File: src/rtl/cal_pkg.sv
// Package cal_pkg
// Shared encodings for the configuration access lock controller.
// Assumes a two-bit opcode and a two-bit lock position code.
package cal_pkg;

    localparam int unsigned CAL_OP_W = 2;
    localparam int unsigned CAL_ST_W = 2;

    typedef enum logic [CAL_ST_W-1:0] {
        LK_OPEN   = 2'd0,
        LK_KEYED  = 2'd1,
        LK_SEALED = 2'd2,
        LK_SPARE  = 2'd3
    } lk_state_e;

    typedef enum logic [CAL_OP_W-1:0] {
        OP_KEYLOCK = 2'd0,
        OP_UNLOCK  = 2'd1,
        OP_SEAL    = 2'd2,
        OP_OTP     = 2'd3
    } lk_op_e;

endpackage

File: src/rtl/cal_key_cmp.sv
// Module cal_key_cmp
// Compares a presented key with the stored key. The key is split into
// LANES equal slices that are compared in parallel and then AND-reduced.
// Assumes KEY_W is a multiple of LANES. Purely combinational.
module cal_key_cmp #(
    parameter int unsigned KEY_W = 128,
    parameter int unsigned LANES = 4
) (
    input  logic [KEY_W-1:0] key_a,
    input  logic [KEY_W-1:0] key_b,
    output logic             same
);
    localparam int unsigned LANE_W = KEY_W / LANES;

    logic [LANES-1:0] lane_eq;

    // Per-lane equality of one key slice.
    for (genvar g = 0; g < LANES; g++) begin : g_lane
        assign lane_eq[g] = (key_a[g*LANE_W +: LANE_W] == key_b[g*LANE_W +: LANE_W]);
    end

    // All lanes must agree for a match.
    assign same = &lane_eq;

    initial begin
        assert (LANE_W * LANES == KEY_W)
            else $error("key width not divisible by lane count");
    end
endmodule

File: src/rtl/cal_lock_fsm.sv
// Module cal_lock_fsm
// Holds the lock position, the stored key and the one-time flag. These
// registers stand in for non-volatile storage: only por_n clears them.
// The soft reset rst_n suppresses commands and clears the error pulse.
// Assumes the key match input is computed from key_q and cmd_key.
module cal_lock_fsm
    import cal_pkg::*;
#(
    parameter int unsigned KEY_W = 128
) (
    input  logic                clk,
    input  logic                por_n,
    input  logic                rst_n,
    input  logic                cmd_valid,
    input  logic [CAL_OP_W-1:0] cmd_op,
    input  logic [KEY_W-1:0]    cmd_key,
    input  logic                key_match,
    output lk_state_e           st_q,
    output logic                otp_q,
    output logic                key_err_q,
    output logic [KEY_W-1:0]    key_q
);
    lk_state_e          st_d;
    logic               otp_d;
    logic               kerr_d;
    logic [KEY_W-1:0]   key_d;
    logic               cmd_act;

    // Commands are only acted on outside soft reset.
    assign cmd_act = cmd_valid && rst_n;

    // Next-state decode for lock position, key store and error pulse.
    always_comb begin
        st_d   = st_q;
        key_d  = key_q;
        otp_d  = otp_q;
        kerr_d = 1'b0;
        if (cmd_act) begin
            unique case (cmd_op)
                OP_KEYLOCK: begin
                    if (st_q == LK_OPEN) begin
                        st_d  = LK_KEYED;
                        key_d = cmd_key;
                    end
                end
                OP_UNLOCK: begin
                    if (st_q == LK_KEYED) begin
                        if (key_match) st_d   = LK_OPEN;
                        else           kerr_d = 1'b1;
                    end
                end
                OP_SEAL: begin
                    if (st_q == LK_OPEN || st_q == LK_KEYED) st_d = LK_SEALED;
                end
                OP_OTP: otp_d = 1'b1;
                default: ;
            endcase
        end
        // The unused code is treated as sealed and never left.
        if (st_q == LK_SPARE) st_d = LK_SPARE;
    end

    // Persistent registers: cleared only by power-loss reset.
    always_ff @(posedge clk) begin
        if (!por_n) begin
            st_q  <= LK_OPEN;
            otp_q <= 1'b0;
            key_q <= '0;
        end else begin
            st_q  <= st_d;
            otp_q <= otp_d;
            key_q <= key_d;
        end
    end

    // Volatile error pulse: cleared by either reset.
    always_ff @(posedge clk) begin
        if (!por_n || !rst_n) key_err_q <= 1'b0;
        else                  key_err_q <= kerr_d;
    end

    AST_SEALED_STAYS: assert property (@(posedge clk) disable iff (!por_n)
        (st_q == LK_SEALED) |=> (st_q == LK_SEALED));
    AST_OTP_STAYS: assert property (@(posedge clk) disable iff (!por_n)
        otp_q |=> otp_q);
    AST_NO_KEYLESS_OPEN: assert property (@(posedge clk) disable iff (!por_n)
        (st_q == LK_KEYED && !(cmd_valid && rst_n && cmd_op == OP_UNLOCK && key_match))
        |=> (st_q != LK_OPEN));
    AST_KEYERR_CAUSE: assert property (@(posedge clk) disable iff (!por_n)
        key_err_q |-> $past(cmd_valid && rst_n && cmd_op == OP_UNLOCK
                            && st_q == LK_KEYED && !key_match));
    AST_SOFT_HOLD: assert property (@(posedge clk) disable iff (!por_n)
        !rst_n |=> ($stable(st_q) && $stable(otp_q) && !key_err_q));
endmodule

File: src/rtl/cal_grant.sv
// Module cal_grant
// Combinational gating of access requests. Readback needs the open
// position; write-type requests (erase, program) also need the
// one-time flag clear. Assumes inputs come from registered state.
module cal_grant #(
    parameter int unsigned N_WR = 2
) (
    input  logic            is_open,
    input  logic            otp,
    input  logic            rd_req,
    input  logic [N_WR-1:0] wr_req,
    output logic            rd_gnt,
    output logic [N_WR-1:0] wr_gnt
);
    // Readback gate.
    assign rd_gnt = rd_req && is_open;

    // One gate per write-type channel.
    for (genvar g = 0; g < N_WR; g++) begin : g_wr
        assign wr_gnt[g] = wr_req[g] && is_open && !otp;
    end
endmodule

File: src/rtl/cal_lock_ctrl.sv
// Module cal_lock_ctrl
// Top of the configuration access lock controller: ties the key
// comparator, the lock machine and the grant gates together.
// Assumes requests are held by the requester while it uses a grant.
module cal_lock_ctrl
    import cal_pkg::*;
#(
    parameter int unsigned KEY_W     = 128,
    parameter int unsigned CMP_LANES = 4
) (
    input  logic                clk,
    input  logic                por_n,
    input  logic                rst_n,
    input  logic                cmd_valid,
    input  logic [CAL_OP_W-1:0] cmd_op,
    input  logic [KEY_W-1:0]    cmd_key,
    input  logic                req_erase,
    input  logic                req_prog,
    input  logic                req_read,
    output logic                gnt_erase,
    output logic                gnt_prog,
    output logic                gnt_read,
    output logic [CAL_ST_W-1:0] lock_state,
    output logic                otp_mode,
    output logic                key_err
);
    localparam int unsigned N_WR = 2;

    lk_state_e          st;
    logic               match;
    logic [KEY_W-1:0]   stored_key;
    logic [N_WR-1:0]    wr_req;
    logic [N_WR-1:0]    wr_gnt;

    // Key comparison against the stored key.
    cal_key_cmp #(.KEY_W(KEY_W), .LANES(CMP_LANES)) u_cmp (
        .key_a (cmd_key),
        .key_b (stored_key),
        .same  (match)
    );

    // Lock position, key store and one-time flag.
    cal_lock_fsm #(.KEY_W(KEY_W)) u_fsm (
        .clk       (clk),
        .por_n     (por_n),
        .rst_n     (rst_n),
        .cmd_valid (cmd_valid),
        .cmd_op    (cmd_op),
        .cmd_key   (cmd_key),
        .key_match (match),
        .st_q      (st),
        .otp_q     (otp_mode),
        .key_err_q (key_err),
        .key_q     (stored_key)
    );

    // Pack write-type requests: bit 1 erase, bit 0 program.
    assign wr_req = {req_erase, req_prog};

    // Access gating.
    cal_grant #(.N_WR(N_WR)) u_gnt (
        .is_open (st == LK_OPEN),
        .otp     (otp_mode),
        .rd_req  (req_read),
        .wr_req  (wr_req),
        .rd_gnt  (gnt_read),
        .wr_gnt  (wr_gnt)
    );

    assign gnt_erase  = wr_gnt[1];
    assign gnt_prog   = wr_gnt[0];
    assign lock_state = st;

    AST_READ_NEEDS_OPEN: assert property (@(posedge clk) disable iff (!por_n)
        gnt_read |-> (lock_state == LK_OPEN));
    AST_WRITE_NEEDS_CLEAR: assert property (@(posedge clk) disable iff (!por_n)
        (gnt_erase || gnt_prog) |-> (!otp_mode && lock_state == LK_OPEN));
endmodule

File: config.mk
export PLATFORM = sky130hd
export DESIGN_NAME = cal_lock_ctrl
export DESIGN_NICKNAME = d
export VERILOG_FILES = /design/src/rtl/cal_pkg.sv /design/src/rtl/cal_key_cmp.sv /design/src/rtl/cal_lock_fsm.sv /design/src/rtl/cal_grant.sv /design/src/rtl/cal_lock_ctrl.sv
export SDC_FILE = /design/constraint.sdc
export NUM_CORES = 1
export LEC_CHECK = 0
export BUFFER_PORTS_ARGS = -buffer_cell sky130_fd_sc_hd__clkbuf_2
export CORE_MARGIN = 2
export CORE_UTILIZATION = 26
export DETAILED_ROUTE_END_ITERATION = 10
export PLACE_DENSITY = 0.48
export SKIP_LAST_GASP = 1
export SLEW_MARGIN = 25
export SYNTH_ARGS = -nofsm -noshare
export SYNTH_HDL_FRONTEND = slang
export SYNTH_HIERARCHICAL = 1
export SYNTH_SLANG_ARGS = --single-unit
File: constraint.sdc
create_clock -name clk -period 2.06 [get_ports clk]
set_input_delay 0.103 -clock clk [delete_from_list [all_inputs] [get_ports clk]]
set_output_delay 0.103 -clock clk [all_outputs]
set_load 0.005 [all_outputs]
==> run metrics, run 1 <==
outcome=finished, violations left; violated checks=negative setup slack; Final Core Density=0.380; count of synthesis-stage warnings from yosys=6; shortest period the worst path allows=roughly 2.1 ns; Critical Path Most Common Cell=nand4_1; CTS H-tree depth=4; RSZ-0062 raised after global routing=yes; TritonCTS clock tree=yes; startpoint of the worst-slack reg-to-reg timing path=u_fsm/key_q[67]; worst hold slack=between 0.007 and 0.008 ns; vias in the first global route=6506; antenna violations before repair=1; average instance area after synthesis=slightly below 9 µm²; crit path kind=primary input to register; first-pass iteration count of the detailed router=5; top cells by area in the synthesized netlist=dfxtp_1 (38%), xnor2_1 (16%), a21boi_1 (13%); most common library cells after synthesis=dfxtp_1 (132), nand3_1 (128), xnor2_1 (128); Die W=roughly 170 µm; highest net fanout along the worst path=2; number of buffers created by CTS=17; Final Skew=~0.012 ns; number of different library cells in the post-synthesis netlist=31; clk buf depth=2; Simple-Gate Fraction of Synth Area=0.146; adder and majority gate portion of the synthesized area=0.00905; Final Wtd Congestion=~0.74; Die Ht=between 150 and 200 µm; dominant cell type by area after synthesis=dfxtp_1; Slew @ Worst Pin=around 0.59 ns; Setup Viol. Count Final=1; number of endpoints with negative hold slack in the final report=0; CP max-delay cell=dlygate4sd3_1; clock network latency to the later pin of the worst-skew pair=0.42 ns; series of cell instances along the critical path=dlygate4sd3_1 > clkbuf_2 > xnor2_1 > nand4_1 > nor4_2 > nand4_1 > nor2_2 > nand2b_4 > o2111ai_4 > o32ai_2; Worst EP required=2.40 ns; share of layout cells above drive strength 1=0.210; number of vias per cell=about 4.8; sequential element share of the synthesized area=0.382; DR vias=around 6700; main combinational cell family by area after synthesis=compound AO/OA/AOI/OAI gates; share of Yosys cell area claimed by the top area cell type=0.382; setup TNS after final layout=-0.00984 ns; number of enable-type register cells in the synthesized netlist=0; wire length of the first global-routing pass=between 30000 and 40000 µm; Critical Path AT=roughly 2.4 ns; starting density of the core=0.265; fraction of synthesized cell area in xor and xnor cells=0.162; mux contribution to synthesized area=0; netlist area before placement=roughly 6900 µm²; startpoint type of the worst setup path=primary input; DIE AREA=about 28000 µm²; Clk pin slew, worst setup/hold paths=about 0.06 ns; worst setup slack after placement=-0.350 ns; ys flop type=dfxtp_1; Gate Count Post-Synth=790; source of the critical timing path=cmd_key[37]; leakage=roughly 3.4 nW; remaining antenna violation count=0; relative max-transition margin=0.609; net count reported at finish=between 1000 and 1500; Clock Root Buffer=clkbuf_16; number of DRC violations after detailed routing=0; area delta synth->final=43.2%; number of primary I/O pins=between 100 and 150; post-synthesis compound-gate area fraction=0.242; start point of the worst hold path=cmd_key[24]; post-synthesis register bit count=about 130; clk sink count=between 100 and 150; syn nets=between 900 and 1000; pin count of the biggest net entering global routing=between 90 and 100; MaxCap Viol Count=0; Setup crit end kind=register; wire length per cell=around 18 µm; max-slew violations=0; First DRT Iteration DRCs=482; Max Fclk=a little under 0.5 GHz; total global-route track usage=0.177; fraction of the cycle the final worst path needs=1.00; overflow left after global routing=0; core outline area=between 20000 and 30000 µm²; Final Worst Setup Slack=-0.00984 ns; std cell rows=slightly below 60; delay of the slowest cell on the worst path=about 0.53 ns; final routed wirelength across all metal layers=25000 µm; most numerous cell in the Yosys netlist=dfxtp_1; Synth async-reset ratio=0; largest voltage drop on the vdd net=around 0.00043 V; areal power density over the cells=around 670 nW/µm²; path class of the lowest-slack min-delay path=primary input to register; total power=around 6.6 mW; post-DP HPWL=about 17000 µm; number of port buffers=between 100 and 150
## metal layers
layer	part of all wire	vias up	track usage
met5	0	-	0
met4	0.012	0	0.0472
met3	0.037	15	0.0261
met2	0.47	164	0.279
met1	0.49	3202	0.251
li1	-	3299	-
## final timing paths
path              cells past startpoint               to  slack (ns)
setup / recovery                     10    u_fsm/st_q[0]       -0.01
hold reg to reg                       2  u_fsm/key_q[93]        0.49
setup reg to reg                      8    u_fsm/st_q[0]           0
hold / removal                        3  u_fsm/key_q[24]       0.008
## kinds of logic after synthesis
group           count (synthesis)
compound gates                264
xor+xnor                      128
fa+ha+maj                       5
buf+inv                        75
flops                         132
simple gates                  186
## worst max-delay path: cells and delay by family
kind / cells / cell delay, ns
AND/OR/NAND/NOR: 5 / 1.04
buffers and inverters: 2 / 0.69
AO/OA/AOI/OAI: 2 / 0.35
XOR/XNOR: 1 / 0.21
## placed cells by master (no fill, tap or decap), types with 2 or more instances in the layout
cell type and count:
buf_12 9, nand4_1 34, nor4_2 3, inv_1 4, and2_1 2, o21ai_0 19, dlygate4sd3_1 126, clkinv_2 3
clkinv_4 2, nand2_1 2, clkbuf_16 17, inv_6 3, dfxtp_2 2, buf_4 15, dfxtp_1 130, a21oi_1 2
a21boi_1 119, a21boi_0 9, nor2b_1 2, nand3_1 128, clkinvlp_4 6, o21ai_1 110, clkbuf_2 141, ha_1 5
xnor2_2 8, nor4_1 5, xnor2_1 120, and3b_1 2
## sequential cells by signal (all words and copies together), names as in the netlist
| signal | cells |
|---|---|
| u_fsm/otp_q | 1 |
| u_fsm/key_q | 128 |
| u_fsm/st_q | 2 |
| u_fsm/key_err_q | 1 |
## where the power goes
| group | total [mW] | switching, mW | internal [mW] |
|---|---|---|---|
| clock | 2.89 | 1.23 | 1.66 |
| sequential | 2.64 | 0.0349 | 2.61 |
| combinational | 1.08 | 0.560 | 0.525 |
## repair_timing
action                     4_1_cts  5_1_grt
gates resized for setup          7       11
cloned                           0        0
hold endpoints to repair       126        0
buffers inserted                 0        0
hold buffers                   126        0
setup endpoints to repair        3        2
pin swaps                        3        7
## stage by stage
stage          cell area [µm²]  cells
5_1_grt                   9900   1377
4_1_cts                   9830   1378
6_report                  9900   1378
2_1_floorplan             6910    790
3_3_place_gp              7960   1220
3_5_place_dp              7960   1220
## cell type report
cell class / instances / area (µm²)
inverters: 4 / 15.0
clock inverters: 15 / 134
repair buffers: 291 / 2260
multi-input cells: 583 / 4000
flip-flops and latches: 132 / 2650
diodes: 1 / 2.50
well taps: 335 / 419
clock buffers: 17 / 425
fillers: 2682 / 16200
No activity file was read; power rests on OpenSTA's default activity.
==> run 2, diff against run 1 <==
--- a/config.mk
+++ b/config.mk
@@ -5,6 +5,7 @@
 export SDC_FILE = /design/constraint.sdc
 export NUM_CORES = 1
 export LEC_CHECK = 0
+export ABC_AREA = 1
 export BUFFER_PORTS_ARGS = -buffer_cell sky130_fd_sc_hd__clkbuf_2
 export CORE_MARGIN = 2
 export CORE_UTILIZATION = 26
==> run metrics, run 2 <==
Die W=170 µm (was 167 µm); Final Wtd Congestion=0.716 (was 0.739); DR vias=7153 (was 6680); max FFs per register=128 (unchanged); clock network latency to the later pin of the worst-skew pair=0.41 ns (was 0.42 ns); netlist area before placement=7150 µm² (was 6910 µm²); path class of the lowest-slack min-delay path=primary input to register (unchanged); Antenna Cells=0 (was 1); Clk pin slew, worst setup/hold paths=0.06 ns (about the same); Synth async-reset ratio=0 (unchanged); fraction of the cycle the final worst path needs=0.923 (was 1.00); final routed wirelength across all metal layers=19100 µm (was 25000 µm); Fill cells=2834 (was 2682); final cell area excluding filler cells=10100 µm² (was 9900 µm²); combined buffer and inverter count along the critical path=3 (was 2); areal power density over the cells=662 nW/µm² (was 669 nW/µm²); number of endpoints with negative hold slack in the final report=0 (unchanged); clk buf depth=2 (unchanged); max-slew violations=0 (unchanged); Clock Root Buffer=clkbuf_16 (unchanged); Final Skew=0.0104 ns (was 0.0117 ns); core outline area=27000 µm² (was 26100 µm²); wire length of the first global-routing pass=32100 µm (was 38000 µm); First DRT Iteration DRCs=377 (was 482); Gate Count Post-Synth=1170 (was 790); TritonCTS clock tree=yes (unchanged); crit path kind=primary input to register (unchanged); CTS H-tree depth=4 (unchanged); mux contribution to synthesized area=0 (unchanged); post-synthesis register bit count=132 (unchanged); first-pass iteration count of the detailed router=5 (unchanged); leading cell type in the layout, fill and taps excluded=nor2_1 (was clkbuf_2); top cells by area in the synthesized netlist=dfxtp_1 (37%), nor2_1 (21%), nand2_1 (13%) (was dfxtp_1 (38%), xnor2_1 (16%), a21boi_1 (13%)); family with the most delay on the worst path=simple AND/OR/NAND/NOR gates (unchanged); number of enable-type register cells in the synthesized netlist=0 (unchanged); total power=6.68 mW (was 6.62 mW); startpoint type of the worst setup path=primary input (unchanged); count of synthesis-stage warnings from yosys=6 (unchanged); area delta synth->final=41.2% (was 43.2%); Simple-Gate Fraction of Synth Area=0.352 (was 0.146); largest voltage drop on the vdd net=0.000420 V (was 0.000435 V); remaining antenna violation count=0 (unchanged); Setup Viol. Count Final=0 (was 1); syn nets=1312 (was 932); average instance area after synthesis=6.11 µm² (was 8.75 µm²); most numerous cell in the Yosys netlist=nor2_1 (was dfxtp_1); leading registers by flop count=u_fsm/key_q (128), u_fsm/st_q (2) (unchanged); antenna violations before repair=0 (was 1); number of buffers created by CTS=17 (unchanged); series of cell instances along the critical path=dlygate4sd3_1 > clkbuf_2 > nor2_2 > nor2_1 > nor2_1 > nand2_1 > nor2_2 > nand2_2 > nor2_4 > nand2_1 > nor2_2 > inv_2 > a21oi_4 > nand2_2 > o21ai_2 > a21oi_1 (was dlygate4sd3_1 > clkbuf_2 > xnor2_1 > nand4_1 > nor4_2 > nand4_1 > nor2_2 > nand2b_4 > o2111ai_4 > o32ai_2); RSZ-0062 raised after global routing=no (was yes); Setup crit end kind=register (unchanged); number of different library cells in the post-synthesis netlist=20 (was 31); MaxCap Viol Count=0 (unchanged); post-placement cell count=1619 (was 1220); number of port buffers=143 (unchanged); post-synthesis compound-gate area fraction=0.0931 (was 0.242); internal reg-to-reg setup slack=0.19 ns (was 0 ns); Worst EP required=2.36 ns (was 2.40 ns); highest net fanout along the worst path=4 (was 2); area taken by multi-input logic gates=3690 µm² (was 4000 µm²); delay of the slowest cell on the worst path=0.55 ns (was 0.53 ns); DIE AREA=28800 µm² (was 27900 µm²); area of placed instances=8100 µm² (was 7960 µm²); fraction of synthesized cell area in xor and xnor cells=0.0514 (was 0.162); pin count of the biggest net entering global routing=78 (was 93); net count reported at finish=1569 (was 1171); Max Fclk=0.526 GHz (was 0.483 GHz); std cell rows=60 (was 59); overflow left after global routing=0 (unchanged); CP max-delay cell=dlygate4sd3_1 (unchanged); Final Instance Count excl. Fillers=1781 (was 1378); most common library cells after synthesis=nor2_1 (408), nand2_1 (247), inv_1 (151) (was dfxtp_1 (132), nand3_1 (128), xnor2_1 (128)); Final Worst Setup Slack=0.158 ns (was -0.00984 ns); outcome=completed (was finished, violations left); Die Ht=170 µm (was 167 µm); share of Yosys cell area claimed by the top area cell type=0.370 (was 0.382); number of primary I/O pins=144 (unchanged); top register by number of flip-flops=u_fsm/key_q (unchanged); total global-route track usage=0.137 (was 0.177); ys flop type=dfxtp_1 (unchanged); starting density of the core=0.265 (about the same); relative max-transition margin=0.737 (was 0.609); wire length per cell=10.7 µm (was 18.1 µm); Critical Path Most Common Cell=nor2_2 (was nand4_1); adder and majority gate portion of the synthesized area=0.00875 (was 0.00905); share of layout cells above drive strength 1=0.158 (was 0.210); number of DRC violations after detailed routing=0 (unchanged); number of vias per cell=4.02 (was 4.85); leakage=5.22 nW (was 3.42 nW); dominant cell type by area after synthesis=dfxtp_1 (unchanged); shortest period the worst path allows=1.90 ns (was 2.07 ns); vias in the first global route=6892 (was 6506); clk sink count=132 (unchanged); Critical Path AT=2.21 ns (was 2.41 ns); sequential element share of the synthesized area=0.370 (was 0.382); Reg area=2670 µm² (was 2650 µm²); Slew @ Worst Pin=0.394 ns (was 0.586 ns); post-DP HPWL=12400 µm (was 17000 µm); commonest cells after routing, fill and taps aside=nor2_1 (391), nand2_1 (242), inv_1 (150) (was clkbuf_2 (141), dfxtp_1 (130), nand3_1 (128)); worst setup slack after placement=-0.0634 ns (was -0.350 ns); main combinational cell family by area after synthesis=simple AND/OR/NAND/NOR gates (was compound AO/OA/AOI/OAI gates)
## run 2: cells by family (layout without fill, tap and decap cells)
group / after synthesis / count (layout)
compound gates: 133 / 133
xor+xnor: 42 / 42
fa+ha+maj: 5 / 5
buf+inv: 194 / 464
flops: 132 / 132
simple gates: 664 / 664
## run 2: final timing paths
path,to,from,depth (start not counted)
setup / recovery,u_fsm/st_q[0],cmd_key[75],16
hold / removal,u_fsm/key_err_q,cmd_valid,3
setup reg to reg,u_fsm/st_q[0],u_fsm/key_q[123],13
hold reg to reg,u_fsm/otp_q,u_fsm/otp_q,2
## run 2: metrics by stage
step,setup TNS (ns),hold slack [ns],utilization
after floorplan,0,0.238,-
after global placement,-0.126,0.355,0.301
after detailed placement,-0.0742,0.365,0.301
after CTS,0,0.111,0.371
after global routing,0,0.163,0.375
final,0,0.159,0.375
## run 2: cell type report
type,count,share of cell area
clock buffer,24,0.0487
clock inverter,8,0.00979
inverter,152,0.0568
multi-input combinational,844,0.366
sequential,132,0.264
tap,341,0.0423
timing repair buffer,280,0.213
## run 2: where the power goes
part / switching [mW] / internal [mW] / total [mW]
combinational: 0.440 / 0.457 / 0.897
sequential: 0.0600 / 2.65 / 2.71
clock: 1.17 / 1.91 / 3.08
total: 1.67 / 5.01 / 6.68
## run 2: tightest hold or removal path, cell delays in order
cell and delay (ns):
clkbuf_2 0.09, nand2_1 0.21, nor4_1 0.11
## run 2: what timing repair did
action,CTS,global route
pin swaps,0,17
setup buffers,0,0
gates resized for setup,2,46
endpoints found under the setup margin,2,2
hold endpoints to repair,129,0
hold buffers,130,0
## run 2: per-layer routing
layer	GRT usage	share of wire
met1	0.174	0.49
met2	0.235	0.46
met3	0.0300	0.033
met5	0	0
met4	0.0360	0.011
